==> src/rtl/smb_pkg.sv <==
package smb_pkg;

  localparam int CNT_W = 8;
  localparam logic [6:0] FALLBACK_ADDR = 7'h7F;

  typedef enum logic [2:0] {
    S_IDLE, S_ADDR, S_ACK_A, S_WDATA, S_ACK_W, S_FETCH, S_RDATA, S_RACK
  } bus_state_t;

  typedef enum logic [1:0] {EW_NONE, EW_COMMIT, EW_ABORT, EW_PECBAD} wr_end_t;

  // CRC-8, x^8+x^2+x+1, one data bit per step, MSB first
  function automatic logic [7:0] crc8_step(input logic [7:0] c, input logic [7:0] d);
    logic [7:0] r;
    logic fb;
    r = c;
    for (int i = 7; i >= 0; i--) begin
      fb = r[7] ^ d[i];
      r  = {r[6:0], 1'b0} ^ (fb ? 8'h07 : 8'h00);
    end
    return r;
  endfunction

  function automatic logic [6:0] strap_addr(input logic [3:0] hi, input logic [3:0] lo);
    if (hi[3] || lo[3]) return FALLBACK_ADDR;
    return {1'b0, hi[2:0], lo[2:0]};
  endfunction

  function automatic logic addr_fixed(input logic [6:0] a);
    return (a <= 7'd12) || (a == 7'd40) || (a == 7'd44) || (a == 7'd45) || (a == 7'd55);
  endfunction

  function automatic wr_end_t wr_end(input logic [CNT_W-1:0] n, input logic [CNT_W-1:0] e,
                                     input logic crc_zero);
    if (n == '0) return EW_NONE;
    if (n == e) return EW_COMMIT;
    if ({1'b0, n} == {1'b0, e} + 1'b1) return crc_zero ? EW_COMMIT : EW_PECBAD;
    return EW_ABORT;
  endfunction

endpackage

==> src/rtl/smb_line_sync.sv <==
module smb_line_sync #(
  parameter int STAGES = 2
) (
  input  logic clk,
  input  logic rst_n,
  input  logic scl_i,
  input  logic sda_i,
  output logic scl_s,
  output logic sda_s,
  output logic scl_rise,
  output logic scl_fall,
  output logic start_c,
  output logic stop_c
);
  logic [STAGES-1:0] scl_sh, sda_sh;
  logic scl_q, sda_q;

  always_ff @(posedge clk or negedge rst_n) begin
    if (!rst_n) begin
      scl_sh <= '1;
      sda_sh <= '1;
      scl_q  <= 1'b1;
      sda_q  <= 1'b1;
    end else begin
      scl_sh <= {scl_sh[STAGES-2:0], scl_i};
      sda_sh <= {sda_sh[STAGES-2:0], sda_i};
      scl_q  <= scl_s;
      sda_q  <= sda_s;
    end
  end

  assign scl_s    = scl_sh[STAGES-1];
  assign sda_s    = sda_sh[STAGES-1];
  assign scl_rise = scl_s & ~scl_q;
  assign scl_fall = ~scl_s & scl_q;
  assign start_c  = scl_s & scl_q & sda_q & ~sda_s;
  assign stop_c   = scl_s & scl_q & ~sda_q & sda_s;

  // a bus condition is only seen while SCL is steady high
  a_r4_cond_scl_high: assert property (@(posedge clk) disable iff (!rst_n)
    (start_c || stop_c) |-> $stable(scl_s));
endmodule

==> src/rtl/smb_addr_form.sv <==
module smb_addr_form (
  input  logic [3:0] strap_hi,
  input  logic [3:0] strap_lo,
  output logic [6:0] own_addr,
  output logic       addr_reserved
);
  import smb_pkg::*;

  assign own_addr      = strap_addr(strap_hi, strap_lo);
  assign addr_reserved = (own_addr != FALLBACK_ADDR) && addr_fixed(own_addr);

  always_comb begin
    // either a 6-bit strap address or the fallback
    a_r2_range: assert (own_addr[6] == 1'b0 || own_addr == FALLBACK_ADDR);
    // fallback is never flagged
    a_r3_flag: assert (!(addr_reserved && own_addr[6]));
  end
endmodule

==> src/rtl/smb_stretch_timer.sv <==
module smb_stretch_timer #(
  parameter int LIMIT = 7000000
) (
  input  logic clk,
  input  logic rst_n,
  input  logic hold,
  output logic expired
);
  localparam int CW = $clog2(LIMIT + 1);
  localparam logic [CW-1:0] LIM = CW'(LIMIT);

  logic [CW-1:0] cnt;

  always_ff @(posedge clk or negedge rst_n) begin
    if (!rst_n)        cnt <= '0;
    else if (!hold)    cnt <= '0;
    else if (!expired) cnt <= cnt + CW'(1);
  end

  assign expired = (cnt == LIM);

  // dropping the hold rearms the timer
  a_r12_rearm: assert property (@(posedge clk) disable iff (!rst_n)
    $fell(hold) |=> !expired);
endmodule

==> src/rtl/smb_target.sv <==
module smb_target #(
  parameter int CLK_HZ     = 200000000,
  parameter int STRETCH_US = 35000,
  parameter int SYNC_STAGES = 2
) (
  input  logic       clk,
  input  logic       rst_n,
  input  logic       scl_i,
  input  logic       sda_i,
  output logic       scl_oe,
  output logic       sda_oe,
  input  logic [3:0] strap_hi,
  input  logic [3:0] strap_lo,
  output logic [6:0] own_addr,
  output logic       addr_reserved,
  input  logic [7:0] wr_len,
  output logic       wr_valid,
  output logic [7:0] wr_data,
  output logic       wr_commit,
  output logic       wr_abort,
  output logic       rd_req,
  input  logic       rd_ack,
  input  logic [7:0] rd_data,
  input  logic       rd_last,
  output logic       pec_err,
  input  logic       pec_err_clr
);
  import smb_pkg::*;

  localparam int LIMIT = (CLK_HZ / 1000000) * STRETCH_US;
  localparam int RW    = $clog2(LIMIT + 2);

  logic scl_s, sda_s, scl_rise, scl_fall, start_c, stop_c;
  logic expired, hold;

  bus_state_t       state;
  logic [7:0]       shreg, crc;
  logic [3:0]       bitcnt;
  logic [CNT_W-1:0] wcount;
  logic             rw, busy, mack, pec_next, pec_sent;

  wr_end_t    end_kind;
  logic       load_en;
  logic [7:0] load_val;

  smb_line_sync #(.STAGES(SYNC_STAGES)) u_sync (
    .clk(clk), .rst_n(rst_n), .scl_i(scl_i), .sda_i(sda_i),
    .scl_s(scl_s), .sda_s(sda_s), .scl_rise(scl_rise), .scl_fall(scl_fall),
    .start_c(start_c), .stop_c(stop_c)
  );

  smb_addr_form u_addr (
    .strap_hi(strap_hi), .strap_lo(strap_lo),
    .own_addr(own_addr), .addr_reserved(addr_reserved)
  );

  smb_stretch_timer #(.LIMIT(LIMIT)) u_timer (
    .clk(clk), .rst_n(rst_n), .hold(hold), .expired(expired)
  );

  assign hold     = (state == S_FETCH);
  assign scl_oe   = hold && !expired;
  assign rd_req   = hold && !pec_next && !pec_sent && !expired;
  assign end_kind = wr_end(wcount, wr_len, crc == 8'h00);

  always_comb begin
    load_en  = 1'b0;
    load_val = 8'hFF;
    if (pec_next)    begin load_en = 1'b1; load_val = crc;     end
    else if (pec_sent) begin load_en = 1'b1; load_val = 8'hFF; end
    else if (rd_ack) begin load_en = 1'b1; load_val = rd_data; end
  end

  always_ff @(posedge clk or negedge rst_n) begin
    if (!rst_n) begin
      state <= S_IDLE; shreg <= '0; crc <= '0; bitcnt <= '0; wcount <= '0;
      rw <= 1'b0; busy <= 1'b0; mack <= 1'b0; pec_next <= 1'b0; pec_sent <= 1'b0;
      sda_oe <= 1'b0; wr_valid <= 1'b0; wr_data <= '0; wr_commit <= 1'b0;
      wr_abort <= 1'b0; pec_err <= 1'b0;
    end else begin
      wr_valid  <= 1'b0;
      wr_commit <= 1'b0;
      wr_abort  <= 1'b0;
      if (pec_err_clr) pec_err <= 1'b0;

      if (start_c || stop_c) begin
        case (end_kind)
          EW_COMMIT: wr_commit <= 1'b1;
          EW_ABORT:  wr_abort  <= 1'b1;
          EW_PECBAD: begin wr_abort <= 1'b1; pec_err <= 1'b1; end
          default: ;
        endcase
        wcount <= '0; sda_oe <= 1'b0; bitcnt <= '0;
        pec_next <= 1'b0; pec_sent <= 1'b0;
        if (stop_c) begin
          state <= S_IDLE; busy <= 1'b0; crc <= '0;
        end else begin
          state <= S_ADDR; busy <= 1'b1;
          if (!busy) crc <= '0;
        end
      end else begin
        case (state)
          S_ADDR: begin
            if (scl_rise) begin shreg <= {shreg[6:0], sda_s}; bitcnt <= bitcnt + 4'd1; end
            if (scl_fall && bitcnt == 4'd8) begin
              if (shreg[7:1] == own_addr) begin
                crc <= crc8_step(crc, shreg); rw <= shreg[0];
                sda_oe <= 1'b1; state <= S_ACK_A;
              end else state <= S_IDLE;
            end
          end
          S_ACK_A: if (scl_fall) begin
            sda_oe <= 1'b0; bitcnt <= '0;
            state <= rw ? S_FETCH : S_WDATA;
          end
          S_WDATA: begin
            if (scl_rise) begin shreg <= {shreg[6:0], sda_s}; bitcnt <= bitcnt + 4'd1; end
            if (scl_fall && bitcnt == 4'd8) begin
              crc <= crc8_step(crc, shreg);
              if (wcount < wr_len) begin wr_valid <= 1'b1; wr_data <= shreg; end
              if (wcount != '1) wcount <= wcount + 1'b1;
              sda_oe <= 1'b1; state <= S_ACK_W;
            end
          end
          S_ACK_W: if (scl_fall) begin sda_oe <= 1'b0; bitcnt <= '0; state <= S_WDATA; end
          S_FETCH: begin
            if (load_en) begin
              shreg <= load_val; sda_oe <= ~load_val[7]; bitcnt <= '0; state <= S_RDATA;
              if (pec_next) begin pec_next <= 1'b0; pec_sent <= 1'b1; end
              else if (!pec_sent) begin crc <= crc8_step(crc, rd_data); pec_next <= rd_last; end
            end else if (expired) state <= S_IDLE;
          end
          S_RDATA: begin
            if (scl_rise) bitcnt <= bitcnt + 4'd1;
            if (scl_fall) begin
              if (bitcnt == 4'd8) begin sda_oe <= 1'b0; state <= S_RACK; end
              else begin shreg <= {shreg[6:0], 1'b0}; sda_oe <= ~shreg[6]; end
            end
          end
          S_RACK: begin
            if (scl_rise) mack <= ~sda_s;
            if (scl_fall) state <= mack ? S_FETCH : S_IDLE;
          end
          default: ;
        endcase
      end
    end
  end

  // independent run-length of the stretch, for R12
  logic [RW-1:0] low_run;
  always_ff @(posedge clk or negedge rst_n) begin
    if (!rst_n)      low_run <= '0;
    else if (scl_oe) low_run <= low_run + RW'(1);
    else             low_run <= '0;
  end

  a_r12_stretch_bounded: assert property (@(posedge clk) disable iff (!rst_n)
    scl_oe |-> (low_run < RW'(LIMIT)));
  a_r9_req_holds_scl: assert property (@(posedge clk) disable iff (!rst_n)
    rd_req |-> scl_oe);
  a_r7_pec_err_sticky: assert property (@(posedge clk) disable iff (!rst_n)
    (pec_err && !pec_err_clr) |=> pec_err);
  a_r5_one_outcome: assert property (@(posedge clk) disable iff (!rst_n)
    !(wr_commit && wr_abort));
  a_r4_drive_when_low: assert property (@(posedge clk) disable iff (!rst_n)
    $rose(sda_oe) |-> !scl_s);
endmodule

==> config.mk <==
export PLATFORM = sky130hd
export DESIGN_NAME = smb_target
export DESIGN_NICKNAME = d
export VERILOG_FILES = /design/src/rtl/smb_pkg.sv /design/src/rtl/smb_line_sync.sv /design/src/rtl/smb_addr_form.sv /design/src/rtl/smb_stretch_timer.sv /design/src/rtl/smb_target.sv
export SDC_FILE = /design/constraint.sdc
export NUM_CORES = 1
export LEC_CHECK = 0
export ABC_AREA = 1
export BUFFER_PORTS_ARGS = -buffer_cell sky130_fd_sc_hd__buf_2
export CORE_UTILIZATION = 35
export DETAILED_ROUTE_END_ITERATION = 6
export GPL_ROUTABILITY_DRIVEN = 0
export PLACE_DENSITY = 0.51
export SYNTH_ARGS = -nofsm -noshare
export SYNTH_HDL_FRONTEND = slang
export SYNTH_SLANG_ARGS = --single-unit
==> constraint.sdc <==
create_clock -name clk -period 2.5 [get_ports clk]
set_clock_uncertainty 0.2 [all_clocks]
set_input_delay 0.375 -clock clk [delete_from_list [all_inputs] [get_ports clk]]
set_output_delay 0.375 -clock clk [all_outputs]
set_load 0.05 [all_outputs]
==> key figures <==
Synth
  • Synth Flop Type: dfrtp_1
  • Net Count, Synth: 855
  • Async set or reset register ratio after synthesis: 100%
  • Post-synth top cells: nand2_1 (226), inv_1 (106), dfrtp_1 (72), nand3_1 (64), nor2_1 (62)
  • Avg Inst Size Synth: 6.89 um^2
  • Post-synthesis cell count: 809
  • Mapped Area: 5580 um^2
  • Yosys top cell area share: 32.3%
  • Synth unique cells: 50
  • Ys Warns: 0
  • Synthesized flop and latch total: 78
  • Number of synthesized flops with an enable pin: 0
  • Count leader, synth: nand2_1
  • Top cells by area, synth: dfrtp_1 (32%), nand2_1 (15%), inv_1 (7.1%)
  • Seq/Total Area, Yosys: 35.1%
  • Post-synth top area cell: dfrtp_1

CTS
  • Clock Latency Late Sink: 0.34 ns
  • Post-CTS Setup Inserts: 0
  • CTS tree: built
  • Clk sink count: 78
  • Clk buf depth: 2
  • Num CTS Buffers: 9
  • CTS H-tree lvls: 3
  • Clk Tree Root Cell: clkbuf_16
  • Clock transition at path regs: 0.06 ns

Global route
  • Met1 Resource Use GR: 25.8%
  • Largest net degree at the start of global routing: 42
  • Busiest grt layer: met2
  • First-pass GRT wire length: 24.9 mm
  • GR Overflow Total: 0
  • Total GRT Usage: 19.2%
  • Vias in the first global route: 5,115
  • Initial antenna violation count: 0
  • GR Layer Usage met3: 3.84%
  • Routing usage on met2: 31.2%

Die
  • Core Footprint: 15,400 um^2
  • Height of the die: 128 um
  • Initial core utilization: 36.3%
  • Chip Width: 128 um
  • Die area: 16,400 um^2
  • IO Count: 54
  • Site Rows: 45

Pwr
  • Seq pwr share: 27.7%
  • Pleak: 3.22 nW
  • Switch share: 45.8%
  • Comb power frac: 49.8%
  • Clock power frac: 22.5%
  • Cell Pwr Density: 1010 nW/um^2
  • Total power draw: 0.00653 W
  • Internal: 0.00354 W
  • NetSw: 0.00299 W
  • Maximum vdd drop: 0.417 mV

Critical path
  • CP max-delay cell: dfrtp_1
  • Critical path's largest stage delay: 0.40 ns
  • Critical Path End Type: output pin
  • Worst R2R Setup Slack: 0.28 ns
  • Crit Path Class: reg -> out
  • Top Family by Delay on Critical Path: simple AND/OR/NAND/NOR gates
  • Buffer and inverter count on the worst path: 3
  • Startpoint Class: flip-flop
  • Critical Path Most Common Cell: inv_1
  • Crit path depth: 8
  • Data arrival, critical path: 1.82 ns
  • Worst R2R Path Depth: 11
  • R2R Path Start: u_sync.scl_sh[1]$_DFF_PN1_
  • Cell breakdown of the critical path: inv_1, ha_1, nand4_1, nor3_4, nor2_2, nand2_1, inv_1, buf_2
  • Reg2reg end: wcount[7]$_DFFE_PN0P_
  • Max FO, Critical Path: 4
  • Req. time, crit path: 1.92 ns

Layout
  • Post-Layout Cell Count: 1,079
  • Layout area overhead: 15.6%
  • Nets: 909
  • Share of post-route cells with drive strength above 1: 15.7%
  • Inserted Diodes: 0
  • Post-layout util: 41.9%
  • Fill cells: 1,600

STA
  • Final slew viol count: 0
  • Part of the cycle the worst path needs: 95.9%
  • Final Setup Violations: 0
  • RSZ-0062 raised after global routing: no
  • Hold Vio Cnt, Final: 0
  • Final WS setup: 0.103 ns
  • Least-Margin Pin Slew: 0.538 ns
  • Setup_tns: 0 ns
  • Relative slew slack: 64.2%
  • Minimum clock period: 2.40 ns
  • Max frequency: 0.417 GHz

Place
  • Port buffer count: 53
  • DP Wirelength: 11.3 mm
  • Dpl cells: 1,060
  • Pre-CTS WS: 0.207 ns

Detailed routing
  • Post-route ant nets: 0
  • Via Count: 5,343
  • WL final: 14.8 mm
  • DRT iter0 DRCs: 325
  • WL per Instance: 13.7 um
  • Drc violations: 0
  • First-pass DRT Iterations: 5
  • Vias per Instance: 4.95

Run
  • Max Cap Viol: 0

Worst hold path
  • Hold Crit Class: in -> reg
  • Worst Hold Depth: 3
  • Hold Crit Start: rd_last
  • Hold endpoint: pec_next$_DFFE_PN0P_

Run status
  • Status: finished, final reports clean
## through the flow
step | instance area [um^2] | hold slack (ns)
final | 6450 | 0.101
after global routing | 6450 | 0.124
after CTS | 6440 | 0.0900
after detailed placement | 6070 | 0.148
after global placement | 6070 | 0.146
after floorplan | 5580 | -0.121
## layer usage
metal / up-vias / routed length, um / share of wire (%)
li1: 2727 / - / -
met1: 2498 / 7300 / 49
met2: 107 / 6700 / 45
met3: 11 / 624 / 4.2
met4: 0 / 153 / 1.0
met5: - / 0 / 0
## worst reg2reg max path: cells and delay by family, from the launching register on
family / cells / cell delay (ns)
AOI/OAI and AO/OA: 2 / 0.18
buffers and inverters: 3 / 0.42
DFF: 1 / 0.54
and+or+nand+nor: 6 / 0.77
## layout by cell type, fill, tap and decap left out, types with 3 or more instances in the layout
cell and count:
a21oi_1 34, buf_2 52, buf_4 3, clkbuf_16 9, clkbuf_8 3, dfrtp_1 70
dfstp_2 6, dlygate4sd3_1 3, ha_1 15, inv_1 105, inv_2 7, nand2_1 226
nand2_2 15, nand3_1 64, nand3_2 3, nand4_1 15, nor2_1 61, nor2_2 14
nor2_4 3, nor3_1 15, nor4_1 6, o21ai_0 43, o21ai_1 24, o221ai_1 5
xnor2_1 14, xor2_1 12
## area by class of cell
cell class	count	area (um^2)	area share [%]
inverters	114	430	6.68
clock inverters	3	65.1	1.01
multi-input cells	600	3100	48.1
repair buffers	60	353	5.47
well taps	211	264	4.09
clock buffers	13	270	4.19
flip-flops and latches	78	1960	30.4
## kinds of logic after synthesis
| family | after synthesis | share of synthesized area (%) |
|---|---|---|
| AO/OA/AOI/OAI | 124 | 12.6 |
| buffers and inverters | 131 | 9.54 |
| flip-flops | 78 | 35.1 |
| adder cells (fa/ha/maj) | 15 | 3.37 |
| AND/OR/NAND/NOR | 435 | 35.3 |
| XOR/XNOR | 26 | 4.08 |
## power groups by stage
stage | sequential (W) | clock, W | combinational [W]
after global routing | 0.00184 | 0.00157 | 0.00371
final | 0.00181 | 0.00147 | 0.00325
after floorplan | 0.00173 | 0 | 0.00258
after CTS | 0.00180 | 0.00151 | 0.00325
after global placement | 0.00182 | 0 | 0.00320
after detailed placement | 0.00183 | 0 | 0.00322
## registers in the layout, indices dropped and copies added, names as in the netlist, 2 cells and up
| register | cells |
|---|---|
| u_timer.cnt | 23 |
| wr_data | 8 |
| u_sync.scl_sh | 2 |
| crc | 8 |
| u_sync.sda_sh | 2 |
| bitcnt | 4 |
| wcount | 8 |
| state | 3 |
| shreg | 8 |
## what timing repair did
action / CTS / global route
pin swaps: 0 / 1
endpoints found under the setup margin: 2 / 1
endpoints found under the hold margin: 40 / 0
gates resized for setup: 2 / 3
hold buffers: 3 / 0
## worst max path at each step
stage / from / end / slack, ns
2_1_floorplan: strap_lo[3] / addr_reserved / 0.10
3_3_place_gp: u_timer.cnt[0]$_DFFE_PN0P_ / rd_req / 0.23
3_5_place_dp: strap_lo[3] / addr_reserved / 0.21
4_1_cts: u_timer.cnt[0]$_DFFE_PN0P_ / rd_req / 0.01
5_1_grt: u_timer.cnt[0]$_DFFE_PN0P_ / rd_req / 0.002
6_report: u_timer.cnt[0]$_DFFE_PN0P_ / rd_req / 0.10
Power figures use the tool's default switching activity.
